[src/rtl/gpio_sense_pkg.sv]
package gpio_sense_pkg;

  typedef enum logic [1:0] {
    SENSE_LOW  = 2'b00,
    SENSE_HIGH = 2'b01,
    SENSE_RISE = 2'b10,
    SENSE_FALL = 2'b11
  } sense_e;

  localparam int unsigned REG_ADDR_W = 5;

  localparam logic [REG_ADDR_W-1:0] OFS_DATA   = 5'h00;
  localparam logic [REG_ADDR_W-1:0] OFS_DIR    = 5'h04;
  localparam logic [REG_ADDR_W-1:0] OFS_PAD    = 5'h08;
  localparam logic [REG_ADDR_W-1:0] OFS_CFG_LO = 5'h0C;
  localparam logic [REG_ADDR_W-1:0] OFS_CFG_HI = 5'h10;
  localparam logic [REG_ADDR_W-1:0] OFS_MASK   = 5'h14;
  localparam logic [REG_ADDR_W-1:0] OFS_STAT   = 5'h18;

endpackage

[src/rtl/gpio_bus_regs.sv]
module gpio_bus_regs
  import gpio_sense_pkg::*;
#(
  parameter int unsigned NUM_PINS = 32,
  parameter int unsigned ADDR_W   = REG_ADDR_W
) (
  input  logic                clk_i,
  input  logic                rst_ni,
  input  logic [ADDR_W-1:0]   addr_i,
  input  logic                wr_en_i,
  input  logic                rd_en_i,
  input  logic [NUM_PINS-1:0] wdata_i,
  output logic [NUM_PINS-1:0] rdata_o,
  input  logic [NUM_PINS-1:0] pad_sync_i,
  input  logic [NUM_PINS-1:0] status_i,
  output logic [NUM_PINS-1:0] data_o,
  output logic [NUM_PINS-1:0] dir_o,
  output logic [NUM_PINS-1:0] cfg_lo_o,
  output logic [NUM_PINS-1:0] cfg_hi_o,
  output logic [NUM_PINS-1:0] mask_o,
  output logic [NUM_PINS-1:0] st_clr_o
);

  logic [NUM_PINS-1:0] data_q, dir_q, cfg_lo_q, cfg_hi_q, mask_q;
  logic [NUM_PINS-1:0] rd_mux;

  always_ff @(posedge clk_i or negedge rst_ni) begin
    if (!rst_ni) begin
      data_q   <= '0;
      dir_q    <= '0;
      cfg_lo_q <= '0;
      cfg_hi_q <= '0;
      mask_q   <= '0;
    end else if (wr_en_i) begin
      unique case (addr_i)
        OFS_DATA:   data_q   <= wdata_i;
        OFS_DIR:    dir_q    <= wdata_i;
        OFS_CFG_LO: cfg_lo_q <= wdata_i;
        OFS_CFG_HI: cfg_hi_q <= wdata_i;
        OFS_MASK:   mask_q   <= wdata_i;
        default: ;
      endcase
    end
  end

  // status writes become a one-cycle clear vector
  assign st_clr_o = (wr_en_i && addr_i == OFS_STAT) ? wdata_i : '0;

  always_comb begin
    unique case (addr_i)
      OFS_DATA:   rd_mux = data_q;
      OFS_DIR:    rd_mux = dir_q;
      OFS_PAD:    rd_mux = pad_sync_i;
      OFS_CFG_LO: rd_mux = cfg_lo_q;
      OFS_CFG_HI: rd_mux = cfg_hi_q;
      OFS_MASK:   rd_mux = mask_q;
      OFS_STAT:   rd_mux = status_i;
      default:    rd_mux = '0;
    endcase
  end

  always_ff @(posedge clk_i or negedge rst_ni) begin
    if (!rst_ni)      rdata_o <= '0;
    else if (rd_en_i) rdata_o <= rd_mux;
  end

  assign data_o   = data_q;
  assign dir_o    = dir_q;
  assign cfg_lo_o = cfg_lo_q;
  assign cfg_hi_o = cfg_hi_q;
  assign mask_o   = mask_q;


  dir_write_chk: assert property (@(posedge clk_i) disable iff (!rst_ni)
    (wr_en_i && addr_i == OFS_DIR) |=> (dir_o == $past(wdata_i)));


  read_latency_chk: assert property (@(posedge clk_i) disable iff (!rst_ni)
    (rd_en_i && addr_i == OFS_MASK && !wr_en_i) |=> (rdata_o == mask_o));

endmodule

[src/rtl/gpio_pin_sense.sv]
module gpio_pin_sense
  import gpio_sense_pkg::*;
(
  input  logic       clk_i,
  input  logic       rst_ni,
  input  logic       pad_i,
  input  logic [1:0] mode_i,
  input  logic       clr_i,
  output logic       sync_o,
  output logic       st_o
);

  logic s1_q, s2_q, dly_q, st_q;
  logic det;

  always_ff @(posedge clk_i or negedge rst_ni) begin
    if (!rst_ni) begin
      s1_q  <= 1'b0;
      s2_q  <= 1'b0;
      dly_q <= 1'b0;
      st_q  <= 1'b0;
    end else begin
      s1_q  <= pad_i;
      s2_q  <= s1_q;
      dly_q <= s2_q;
      // detection overrides a same-cycle clear
      st_q  <= (st_q & ~clr_i) | det;
    end
  end

  always_comb begin
    unique case (sense_e'(mode_i))
      SENSE_LOW:  det = ~s2_q;
      SENSE_HIGH: det = s2_q;
      SENSE_RISE: det = s2_q & ~dly_q;
      SENSE_FALL: det = ~s2_q & dly_q;
      default:    det = 1'b0;
    endcase
  end

  assign sync_o = s2_q;
  assign st_o   = st_q;


  st_sticky_chk: assert property (@(posedge clk_i) disable iff (!rst_ni)
    (st_q && !clr_i) |=> st_q);


  det_wins_chk: assert property (@(posedge clk_i) disable iff (!rst_ni)
    (clr_i && det) |=> st_q);


  level_hold_chk: assert property (@(posedge clk_i) disable iff (!rst_ni)
    (mode_i == SENSE_HIGH && s2_q) |=> st_q);


  edge_quiet_chk: assert property (@(posedge clk_i) disable iff (!rst_ni)
    (mode_i[1] && (s2_q == dly_q) && clr_i) |=> !st_q);

endmodule

[src/rtl/gpio_irq_merge.sv]
module gpio_irq_merge #(
  parameter int unsigned NUM_PINS = 32,
  localparam int unsigned HALF    = NUM_PINS / 2
) (
  input  logic [NUM_PINS-1:0] status_i,
  input  logic [NUM_PINS-1:0] mask_i,
  output logic                irq_lo_o,
  output logic                irq_hi_o
);

  logic [NUM_PINS-1:0] pend;

  assign pend     = status_i & mask_i;
  assign irq_lo_o = |pend[HALF-1:0];
  assign irq_hi_o = |pend[NUM_PINS-1:HALF];


  always_comb begin
    if (mask_i == '0) begin
      mask_gate_chk: assert (!irq_lo_o && !irq_hi_o);
    end
  end

endmodule

[src/rtl/gpio_sense_port.sv]
module gpio_sense_port
  import gpio_sense_pkg::*;
#(
  parameter int unsigned NUM_PINS = 32,
  parameter int unsigned ADDR_W   = REG_ADDR_W,
  localparam int unsigned HALF    = NUM_PINS / 2
) (
  input  logic                clk_i,
  input  logic                rst_ni,
  input  logic [ADDR_W-1:0]   addr_i,
  input  logic                wr_en_i,
  input  logic                rd_en_i,
  input  logic [NUM_PINS-1:0] wdata_i,
  output logic [NUM_PINS-1:0] rdata_o,
  input  logic [NUM_PINS-1:0] pad_in_i,
  output logic [NUM_PINS-1:0] pad_out_o,
  output logic [NUM_PINS-1:0] pad_oe_o,
  output logic                irq_lo_o,
  output logic                irq_hi_o
);

  logic [NUM_PINS-1:0] pad_sync, status, st_clr;
  logic [NUM_PINS-1:0] data_q, dir_q, cfg_lo, cfg_hi, mask_q;

  gpio_bus_regs #(.NUM_PINS(NUM_PINS), .ADDR_W(ADDR_W)) u_regs (
    .clk_i, .rst_ni, .addr_i, .wr_en_i, .rd_en_i, .wdata_i, .rdata_o,
    .pad_sync_i (pad_sync),
    .status_i   (status),
    .data_o     (data_q),
    .dir_o      (dir_q),
    .cfg_lo_o   (cfg_lo),
    .cfg_hi_o   (cfg_hi),
    .mask_o     (mask_q),
    .st_clr_o   (st_clr)
  );

  for (genvar i = 0; i < NUM_PINS; i++) begin : g_pin
    logic [1:0] mode;
    if (i < HALF) begin : g_lo
      assign mode = cfg_lo[2*i +: 2];
    end else begin : g_hi
      assign mode = cfg_hi[2*(i-HALF) +: 2];
    end

    gpio_pin_sense u_pin (
      .clk_i, .rst_ni,
      .pad_i  (pad_in_i[i]),
      .mode_i (mode),
      .clr_i  (st_clr[i]),
      .sync_o (pad_sync[i]),
      .st_o   (status[i])
    );
  end

  gpio_irq_merge #(.NUM_PINS(NUM_PINS)) u_irq (
    .status_i (status),
    .mask_i   (mask_q),
    .irq_lo_o,
    .irq_hi_o
  );

  assign pad_out_o = data_q;
  assign pad_oe_o  = dir_q;


  irq_split_chk: assert property (@(posedge clk_i) disable iff (!rst_ni)
    ((status[HALF-1:0] & mask_q[HALF-1:0]) == '0) |-> !irq_lo_o);

endmodule

[config.mk]
export PLATFORM = sky130hd
export DESIGN_NAME = gpio_sense_port
export DESIGN_NICKNAME = d
export VERILOG_FILES = /design/src/rtl/gpio_sense_pkg.sv /design/src/rtl/gpio_bus_regs.sv /design/src/rtl/gpio_pin_sense.sv /design/src/rtl/gpio_irq_merge.sv /design/src/rtl/gpio_sense_port.sv
export SDC_FILE = /design/constraint.sdc
export NUM_CORES = 1
export LEC_CHECK = 0
export BUFFER_PORTS_ARGS = -buffer_cell sky130_fd_sc_hd__buf_2
export CORE_UTILIZATION = 62
export CTS_CLUSTER_DIAMETER = 80
export DETAILED_ROUTE_END_ITERATION = 7
export GPL_TIMING_DRIVEN = 0
export PLACE_DENSITY = 0.91
export SLEW_MARGIN = 20
export SYNTH_ARGS = -nofsm -noshare
export SYNTH_HDL_FRONTEND = slang
export SYNTH_SLANG_ARGS = --single-unit
[constraint.sdc]
create_clock -name clk_i -period 2.15 [get_ports clk_i]
set_clock_uncertainty 0.15 [all_clocks]
set_input_delay 0.645 -clock clk_i [delete_from_list [all_inputs] [get_ports clk_i]]
set_output_delay 0.645 -clock clk_i [all_outputs]
set_load 0.01 [all_outputs]
==> metrics.txt <==
Reg clk slew, reported paths around 70 ps; gr usage total 0.373; drt wl/cell around 27 um; Die Y 149 um; H-tree levels 1; Synth Warn # 0; CTS Buf Count 31; syn avg cell area between 10 and 15 sq um; maxcap violations 0; Max-Slew Margin vs Limit 0.365; Root Driver clkbuf_16; global route overflow 0; fmax 374 MHz; leakage power approximately 7.6 nW; top-area cell type share of the netlist area 0.596; first-pass GRT wire length 61.5 mm; initial antenna violation count 0; Total Die Area 22300 sq um; final core area utilization 0.760; placed cells around 1500; crit-path cells a22o_1, a221oi_2, nand4_1, buf_2; cell area after layout ~16000 sq um; CTS Sinks 320; final hold violation count 0; Antenna Cells 0; Die Wd roughly 150 um; register area share after synthesis 0.596; Setup WS post-layout -523 ps; initial DRC count approximately 1200; vias in the first global route between 10000 and 15000; Starting Density 0.636; First-pass DRT Iterations 6; Clock Latency Late Sink 570 ps; Power Total ~16 mW; Setup TNS Final -952 ps; fin crit period around 2700 ps; fin nets between 1000 and 1500; largest stage delay on the critical path 400 ps; Syn Inst Count 1005; RSZ-0062 raised after global routing yes; pre-CTS setup slack -909 ps; Area growth, synth to finish 19.5%; HPWL Detailed roughly 27 mm; cell area power density around 980 nW/um^2; Slowest cell on crit path dfrtp_1; Yosys cell types 39; share of layout cells above drive strength 1 0.368; site row count 53; Bufs on Longest Clock Path 3; outcome finished, violations left; antenna-violating nets left 0; Final Max Tran Viols 0; Tcrit/Tclk final 1.24; kind of critical path reg -> out; CORE AREA between 20000 and 25000 sq um; HP Class in -> reg; post-route insts no fill roughly 1500; Critical Path End Type output pin; violated checks negative setup slack; Post-Syn Nets ~1100; flops & latches, synth between 300 and 400; routability congestion estimate 0.883; largest net degree at the start of global routing about 110; Worst EP arrival 1880 ps; DRC 0; Post-Syn Area between 10000 and 15000 sq um; largest area contributor in the netlist dfrtp_1; synth top area cells dfrtp_1 (60%), mux2_2 (13%), mux2i_1 (5.9%), a221o_1 (2.8%), o21ai_0 (2.1%); required time of the critical path roughly 1400 ps; CTS tree built; I/O pins approximately 170; Setup violations, final 2; Max FO, Critical Path 2; Vias about 10000; via/cell ratio about 6.9; Post-DP Area between 10000 and 15000 sq um; Worst setup SP type flop; Routed WL 40.8 mm; Hold WS 24.6 ps; port buffer count between 150 and 200; maximum VDD drop 901 uV; Worst-Margin Slew between 900 and 1000 ps
worst max-delay path: cells and delay by family (launching register included):
family / cells / cell delay, ps
buf+inv: 1 / 180
simple gates: 1 / 190
flops: 1 / 400
compound gates: 2 / 520
layout by cell type (no fill, tap or decap), types with 5 or more instances in the layout:
master / n
buf_2: 179
a22o_1: 8
o22a_1: 5
buf_6: 15
mux2i_1: 79
mux2_2: 153
clkinv_2: 10
mux2_4: 11
dfrtp_1: 319
nand2b_1: 16
a221o_1: 37
clkbuf_8: 6
nand2_1: 43
nand3b_1: 16
o22ai_1: 27
clkbuf_2: 6
clkbuf_1: 12
xor2_1: 17
buf_4: 15
a21oi_1: 32
o21ai_0: 57
clkbuf_16: 31
inv_1: 16
nand3_1: 15
a221oi_2: 8
nor2_1: 48
a222oi_1: 27
bufinv_16: 5
per-layer routing:
layer / wire, um / GRT usage
met1: 14800 / 0.486
met5: 0 / 0
met2: 19000 / 0.587
met3: 4720 / 0.0755
met4: 2380 / 0.211
repair_timing:
item | in CTS | in global routing
hold buffers | 1 | 0
resized for setup | 15 | 8
setup endpoints to repair | 64 | 28
pin swaps | 5 | 3
setup buffers | 11 | 0
hold endpoints to repair | 55 | 0
flip-flops by register name, indices dropped and copies added (netlist names):
register            count
g_pin.u_pin.s1_q       32
u_regs.mask_o          32
g_pin.u_pin.dly_q      32
u_regs.cfg_hi_o        32
g_pin.u_pin.st_o       32
u_regs.cfg_lo_o        32
u_regs.rdata_o         32
u_regs.data_o          32
u_regs.dir_o           32
g_pin.u_pin.sync_o     32
cells in the mapped netlist (all sizes together):
cell	n
and2	1
a221o	37
nand2b	17
o22ai	27
clkbuf	14
or3b	1
dfrtp	320
mux2i	79
nor4	3
nor2	49
o21ai	59
nor2b	1
a222oi	27
nor3	1
a31o	1
or4b	2
buf	36
nand2	43
a221oi	8
nand3b	17
inv	17
a21oi	32
o22a	5
nand4	2
a22o	8
xor2	17
nand3	16
mux2	165
kinds of logic after synthesis:
kind of cell,Yosys count,synth area share
DFF,320,0.596
and+or+nand+nor,153,0.0582
muxes,244,0.200
buffers and inverters,67,0.0270
AOI/OAI and AO/OA,204,0.108
xor gates and xnor gates,17,0.0111
where the power goes:
part,switching [mW],internal [mW],leakage [nW]
Clock,2.39,3.45,0.548
Sequential,0.916,6.73,3.89
Combinational,1.08,1.14,3.15
worst paths after layout:
kind | startpoint | to | slack (ps) | cells past startpoint
hold reg to reg | g_pin[13].u_pin.s1_q | g_pin[13].u_pin.sync_o | 200 | 0
max in group asynchronous | rst_ni | u_regs.data_o[21] | 240 | 4
setup / recovery | u_regs.mask_o[11] | irq_lo_o | -520 | 4
hold / removal | pad_in_i[19] | g_pin[19].u_pin.s1_q | 20 | 1
min in group asynchronous | rst_ni | u_regs.dir_o[0] | 460 | 2
setup reg to reg | g_pin[28].u_pin.st_o | u_regs.rdata_o[28] | 610 | 5
area by class of cell:
| type | count | area [sq um] |
|---|---|---|
| multi-input combinational | 618 | 5170 |
| fill | 1235 | 5080 |
| clock buffer | 41 | 873 |
| tap | 275 | 344 |
| sequential | 320 | 8010 |
| buffer | 50 | 359 |
| timing repair buffer | 184 | 1030 |
| clock inverter | 17 | 218 |
| inverter | 17 | 66.3 |
(Power assumes the default switching activity.)
